[config.mk]
export PLATFORM = sky130hd
export DESIGN_NAME = serial_status_flags
export DESIGN_NICKNAME = d
export VERILOG_FILES = /design/src/rtl/ssf_pkg.sv /design/src/rtl/ssf_clr_flag.sv /design/src/rtl/ssf_plain_bits.sv /design/src/rtl/serial_status_flags.sv
export SDC_FILE = /design/constraint.sdc
export NUM_CORES = 1
export LEC_CHECK = 0
export CORE_AREA = 4 4 41 43
export DETAILED_ROUTE_END_ITERATION = 8
export DIE_AREA = 0 0 45 47
export DONT_BUFFER_PORTS = 1
export GPL_TIMING_DRIVEN = 0
export PLACE_DENSITY = 0.67
export SLEW_MARGIN = 20
export SYNTH_ARGS = -nofsm -noshare
export SYNTH_HDL_FRONTEND = slang
export SYNTH_SLANG_ARGS = --single-unit
[constraint.sdc]
create_clock -name clk -period 1.1 [get_ports clk]
set_clock_uncertainty 0.2 [all_clocks]
set_input_delay 0.275 -clock clk [delete_from_list [all_inputs] [get_ports clk]]
set_output_delay 0.275 -clock clk [all_outputs]
set_load 0.02 [all_outputs]
[src/rtl/ssf_pkg.sv]
package ssf_pkg;
   localparam int unsigned STAT_W   = 8;
   localparam int unsigned NUM_CLR  = 5;
   localparam int unsigned TXE_B    = 7;
   localparam int unsigned RXF_B    = 6;
   localparam int unsigned OVR_B    = 5;
   localparam int unsigned FER_B    = 4;
   localparam int unsigned PER_B    = 3;
   localparam int unsigned TEND_B   = 2;
   localparam int unsigned MPR_B    = 1;
   localparam int unsigned MPT_B    = 0;
   localparam int unsigned CLR_LO   = PER_B;
   localparam logic [STAT_W-1:0] RST_BYTE = (STAT_W'(1) << TXE_B) | (STAT_W'(1) << TEND_B);
endpackage

[src/rtl/ssf_clr_flag.sv]
module ssf_clr_flag #(
   parameter bit RST_VAL  = 1'b0,
   parameter bit SET_WINS = 1'b1
) (
   input  logic clk,
   input  logic rst_n,
   input  logic rd_i,
   input  logic wr_i,
   input  logic wbit_i,
   input  logic set_i,
   input  logic hwclr_i,
   input  logic force_i,
   output logic q_o
);
   logic q_r, arm_r, sw_clr;

   assign sw_clr = wr_i && !wbit_i && arm_r;
   assign q_o    = q_r;

   generate
      if (SET_WINS) begin : g_set_first
         always_ff @(posedge clk or negedge rst_n) begin
            if (!rst_n)                  q_r <= RST_VAL;
            else if (force_i || set_i)   q_r <= 1'b1;
            else if (sw_clr || hwclr_i)  q_r <= 1'b0;
         end
      end else begin : g_clr_first
         always_ff @(posedge clk or negedge rst_n) begin
            if (!rst_n)                  q_r <= RST_VAL;
            else if (force_i)            q_r <= 1'b1;
            else if (sw_clr || hwclr_i)  q_r <= 1'b0;
            else if (set_i)              q_r <= 1'b1;
         end
      end
   endgenerate

   always_ff @(posedge clk or negedge rst_n) begin
      if (!rst_n)     arm_r <= 1'b0;
      else if (rd_i)  arm_r <= q_r;
      else if (wr_i)  arm_r <= 1'b0;
   end


   write_one_no_set_chk: assert property (@(posedge clk) disable iff (!rst_n)
      (wr_i && wbit_i && !set_i && !force_i && !q_r) |=> !q_r);

   unarmed_keep_chk: assert property (@(posedge clk) disable iff (!rst_n)
      (wr_i && !arm_r && !hwclr_i && q_r) |=> q_r);

   arm_consumed_chk: assert property (@(posedge clk) disable iff (!rst_n)
      (wr_i && !rd_i) |=> !arm_r);

   set_wins_chk: assert property (@(posedge clk) disable iff (!rst_n)
      (SET_WINS && set_i) |=> q_r);

   force_high_chk: assert property (@(posedge clk) disable iff (!rst_n)
      force_i |=> q_r);
endmodule

[src/rtl/ssf_plain_bits.sv]
module ssf_plain_bits
   import ssf_pkg::*;
(
   input  logic              clk,
   input  logic              rst_n,
   input  logic              wr_i,
   input  logic [STAT_W-1:0] wdata_i,
   input  logic              tend_set_i,
   input  logic              tend_clr_i,
   input  logic              mpr_load_i,
   input  logic              mpr_val_i,
   output logic              tend_o,
   output logic              mpr_o,
   output logic              mpt_o
);
   always_ff @(posedge clk or negedge rst_n) begin
      if (!rst_n)           tend_o <= RST_BYTE[TEND_B];
      else if (tend_set_i)  tend_o <= 1'b1;
      else if (tend_clr_i)  tend_o <= 1'b0;
   end

   always_ff @(posedge clk or negedge rst_n) begin
      if (!rst_n)           mpr_o <= RST_BYTE[MPR_B];
      else if (mpr_load_i)  mpr_o <= mpr_val_i;
   end

   always_ff @(posedge clk or negedge rst_n) begin
      if (!rst_n)     mpt_o <= RST_BYTE[MPT_B];
      else if (wr_i)  mpt_o <= wdata_i[MPT_B];
   end


   tend_write_ignored_chk: assert property (@(posedge clk) disable iff (!rst_n)
      (wr_i && (wdata_i[TEND_B] != tend_o) && !tend_set_i && !tend_clr_i) |=> $stable(tend_o));

   mpr_write_ignored_chk: assert property (@(posedge clk) disable iff (!rst_n)
      (wr_i && (wdata_i[MPR_B] != mpr_o) && !mpr_load_i) |=> $stable(mpr_o));

   mpt_follows_write_chk: assert property (@(posedge clk) disable iff (!rst_n)
      wr_i |=> (mpt_o == $past(wdata_i[MPT_B])));
endmodule

[src/rtl/serial_status_flags.sv]
module serial_status_flags
   import ssf_pkg::*;
#(
   parameter bit SET_WINS = 1'b1
) (
   input  logic              clk,
   input  logic              rst_n,
   input  logic              standby_i,
   input  logic              tx_enable_i,
   input  logic              cpu_rd_i,
   input  logic              cpu_wr_i,
   input  logic [STAT_W-1:0] cpu_wdata_i,
   output logic [STAT_W-1:0] cpu_rdata_o,
   output logic [STAT_W-1:0] status_o,
   input  logic              tx_shift_load_i,
   input  logic              dma_tx_fill_i,
   input  logic              dma_no_clear_i,
   input  logic              rx_full_set_i,
   input  logic              overrun_set_i,
   input  logic              frame_err_set_i,
   input  logic              parity_err_set_i,
   input  logic              tx_end_set_i,
   input  logic              tx_end_clr_i,
   input  logic              rx_mpb_load_i,
   input  logic              rx_mpb_val_i
);
   localparam int unsigned CLR_HI = CLR_LO + NUM_CLR - 1;

   generate
      if (CLR_HI != TXE_B || STAT_W != 8) begin : g_bad_layout
         $error("serial_status_flags: clearable field must end at bit 7 of an 8-bit byte");
      end
   endgenerate

   logic [STAT_W-1:0] stat;
   logic [CLR_HI:CLR_LO] set_v, hwclr_v, force_v;

   always_comb begin
      set_v   = '0;
      hwclr_v = '0;
      force_v = '0;
      set_v[TXE_B]   = tx_shift_load_i;
      set_v[RXF_B]   = rx_full_set_i;
      set_v[OVR_B]   = overrun_set_i;
      set_v[FER_B]   = frame_err_set_i;
      set_v[PER_B]   = parity_err_set_i;
      hwclr_v[TXE_B] = dma_tx_fill_i && !dma_no_clear_i;
      force_v[TXE_B] = !tx_enable_i || standby_i;
   end

   for (genvar b = CLR_LO; b <= CLR_HI; b++) begin : g_clr
      ssf_clr_flag #(
         .RST_VAL  (RST_BYTE[b]),
         .SET_WINS (SET_WINS)
      ) u_flag (
         .clk     (clk),
         .rst_n   (rst_n),
         .rd_i    (cpu_rd_i),
         .wr_i    (cpu_wr_i),
         .wbit_i  (cpu_wdata_i[b]),
         .set_i   (set_v[b]),
         .hwclr_i (hwclr_v[b]),
         .force_i (force_v[b]),
         .q_o     (stat[b])
      );
   end

   ssf_plain_bits u_plain (
      .clk        (clk),
      .rst_n      (rst_n),
      .wr_i       (cpu_wr_i),
      .wdata_i    (cpu_wdata_i),
      .tend_set_i (tx_end_set_i),
      .tend_clr_i (tx_end_clr_i),
      .mpr_load_i (rx_mpb_load_i),
      .mpr_val_i  (rx_mpb_val_i),
      .tend_o     (stat[TEND_B]),
      .mpr_o      (stat[MPR_B]),
      .mpt_o      (stat[MPT_B])
   );

   assign status_o    = stat;
   assign cpu_rdata_o = cpu_rd_i ? stat : '0;


   dma_fill_clears_chk: assert property (@(posedge clk) disable iff (!rst_n)
      (dma_tx_fill_i && !dma_no_clear_i && !tx_shift_load_i && tx_enable_i && !standby_i)
      |=> !status_o[TXE_B]);

   dma_no_clear_chk: assert property (@(posedge clk) disable iff (!rst_n)
      (dma_tx_fill_i && dma_no_clear_i && status_o[TXE_B] && !cpu_wr_i) |=> status_o[TXE_B]);
endmodule

==> reports/qor.yml <==
timing:
  rsz0062_at_grt: "yes"
  tightest_slew_ps: 594.7
  setup_tns_ps: -3887
  hold-worst-slack_ps: -132.7
  min_period_ps: 1465
  slew_headroom_pct: 60.35
  max_freq_mhz: 682.6
  layout_setup_ws_ps: -364.9
  slew_violations: 0
  hold_viol: 13
  fin_crit_sh_pct: 133.2
  setup_viol: 18
critical_path:
  critPathTopFamily: "flip-flops"
  crit_buf_inv: 0
  critPathArrivalTime_ps: 990
  path_cells: "and2_4"
  start_kind: "flop"
  worst_ep_required_time_ps: 620
  end_kind: "output port"
  worstSetupPathType: "flop to output port"
  reg2reg_from: "u_plain.mpr_o$_DFFE_PN0P_"
  cpPeakStageDelay_ps: 550
  cpMaxStageDelayCell: "dfstp_2"
  critPathLaunch: "g_clr[7].u_flag.q_o$_DFFE_PN1P_"
  crit_fanout: 3
  rrSetupSlack_ps: -10
outcome:
  outcome: "finished, violations left"
  violations: "negative hold slack, negative setup slack"
yosys:
  syn_area_um2: 603.1
  yosysTopAreaCell: "dfrtp_1"
  synth_edf_count: 0
  ys_warn_count: 0
  yosysSeqAreaShare_pct: 54.36
  ys.flop_type: "dfrtp_1"
  synth_async_sr_flop_share_pct: 100.0
  syn_inst: 51
  yosysMostFrequentCell: "dfrtp_1"
  synth_top_area_share_pct: 45.64
  synth_area_per_cell_um2: 11.83
  synth_seq_cells: 13
  syn_nets: 76
  synth.distinct_cells: 11
  synth_common_cells: "11 x dfrtp_1, 10 x a21o_1, 8 x and2_1, 8 x buf_4, 5 x nand3b_1"
  synth_area_leaders: "dfrtp_1 46%, a21o_1 12%, buf_4 10%"
global_routing:
  grt_usage_pct: 13.17
  grt_pass1_vias: 469
  gr-total-overflow: 0
  grt_first_pass_wirelength_mm: 1.973
  grt_max_degree: 14
  antenna_found_initial: 0
floorplanning:
  io_pins: 41
  rows: 13
  core_area_um2: 1301
  dieHeight_um: 47
  die_area_um2: 2115
  start_util_pct: 46.35
  die_width_um: 45
run:
  max_cap_viol_count: 0
power:
  p_leak_uw: 0.0003722
  net-switching-power_uw: 273.8
  power_frac_clock_pct: 27.3
  power_frac_comb_pct: 21.2
  p_per_area_nw_per_um2: 1314
  intPower_uw: 778.3
  swShare_pct: 26.03
  ir_worst_vdd_mv: 0.8155
  seqPwrFrac_pct: 51.5
clock_network:
  cts_root_buf: "clkbuf_4"
  clock_path_buffers: 2
  cts_tree: "yes"
  numCtsBuffers: 3
  clock_latency_ps: 270
  clk_pin_slew_ps: 80
  clkSinkCount: 13
  htree_num_levels: 1
finish:
  area_delta_synth_final_pct: 32.78
  utilization_pct: 61.54
  final_nets: 92
  n_antenna_cell: 0
  drive_gt1_share_pct: 36.36
  n_fill_cell: 118
  instances_no_fill: 81
placed_design:
  dpl.hpwl_um: 886.7
  placed_cells: 66
  numPortBuffers: 0
  place_congestion: 0.5917
route:
  wl_mm: 1.331
  drt_pass1_iterations: 4
  remaining_drc_errors: 0
  ant_nets: 0
  vias: 414
  via_per_inst: 5.111
  drtIter0Drc: 4
  wl_per_cell_um: 16.43
worst_hold_path:
  hold_path_class: "primary input to asynchronous set/reset pin"
[final timing paths]
kind / endpoint / cells past startpoint
worst max-delay path: cpu_rdata_o[7] / 1
worst min-delay path: g_clr[4].u_flag.q_o$_DFFE_PN0P_ / 1
worst max register to register: u_plain.mpr_o$_DFFE_PN0P_ / 2
worst min register to register: g_clr[4].u_flag.arm_r$_DFFE_PN0P_ / 1
max in group asynchronous: u_plain.mpt_o$_DFFE_PN0P_ / 1
min in group clk: u_plain.mpt_o$_DFFE_PN0P_ / 1
[through the flow]
stage,setup WS (ps),area [um2],total power (uW)
after floorplan,-55.75,608.1,688.7
after global placement,-66.25,626.9,702.2
after detailed placement,-70.05,626.9,705.1
after CTS,-378.6,770.7,1058
after global routing,-405.5,800.8,1118
final,-364.9,800.8,1052
[per-layer routing]
layer  up-vias  track usage, %  wire length [um]
li1        196               -                 -
met1       198           14.08               513
met2        20           24.58               701
met3         0           3.448               117
met4         0           5.263                 0
met5         -               0                 0
[cells by family (layout without fill, tap and decap cells)]
kind of cell / count (synthesis) / count (layout) / share of synthesized area, %
mux: 2 / 2 / 3.734
buf+inv: 9 / 24 / 10.58
compound gates: 11 / 11 / 14.11
simple gates: 16 / 16 / 17.22
flops: 13 / 13 / 54.36
[registers in the layout (all words and copies together), names as in the netlist]
| register | count |
|---|---|
| g_clr.u_flag.arm_r | 5 |
| u_plain.mpr_o | 1 |
| u_plain.tend_o | 1 |
| g_clr.u_flag.q_o | 5 |
| u_plain.mpt_o | 1 |
[worst reg2reg max path: cells and delay by family, from the launching register on]
kind / cells / cell delay [ps]
flops: 1 / 410
buf+inv: 1 / 140
mux: 1 / 250
[power by group through the flow]
| stage | combinational, uW | clock [uW] | sequential, uW |
|---|---|---|---|
| after floorplan | 147 | 0 | 542 |
| after global placement | 157 | 0 | 545 |
| after detailed placement | 159 | 0 | 546 |
| after CTS | 214 | 302 | 541 |
| after global routing | 239 | 332 | 547 |
| final | 223 | 287 | 542 |
[cells in the final DEF (no fill, tap or decap), drive strengths merged, types with 2 or more instances in the layout]
| cell | count |
|---|---|
| buf | 9 |
| a21o | 10 |
| clkbuf | 4 |
| mux2 | 2 |
| and2 | 8 |
| dfrtp | 11 |
| nand3b | 5 |
| dfstp | 2 |
| dlygate4sd3 | 9 |
| nand2b | 2 |
[repair_timing]
action / CTS / global route
pin swaps: 6 / 0
setup endpoints to repair: 20 / 27
hold endpoints to repair: 21 / 16
buffers inserted: 0 / 1
hold buffers: 8 / 2
gates resized for setup: 18 / 1
[area by class of cell]
class,instances,area [um2],area share [%]
flip-flops and latches,13,327.8,40.94
multi-input cells,29,231.5,28.91
repair buffers,11,110.1,13.75
well taps,15,18.77,2.344
inverters,1,3.754,0.4688
clock buffers,4,26.28,3.281
plain buffers,8,82.58,10.31
Power figures use the tool's default switching activity.
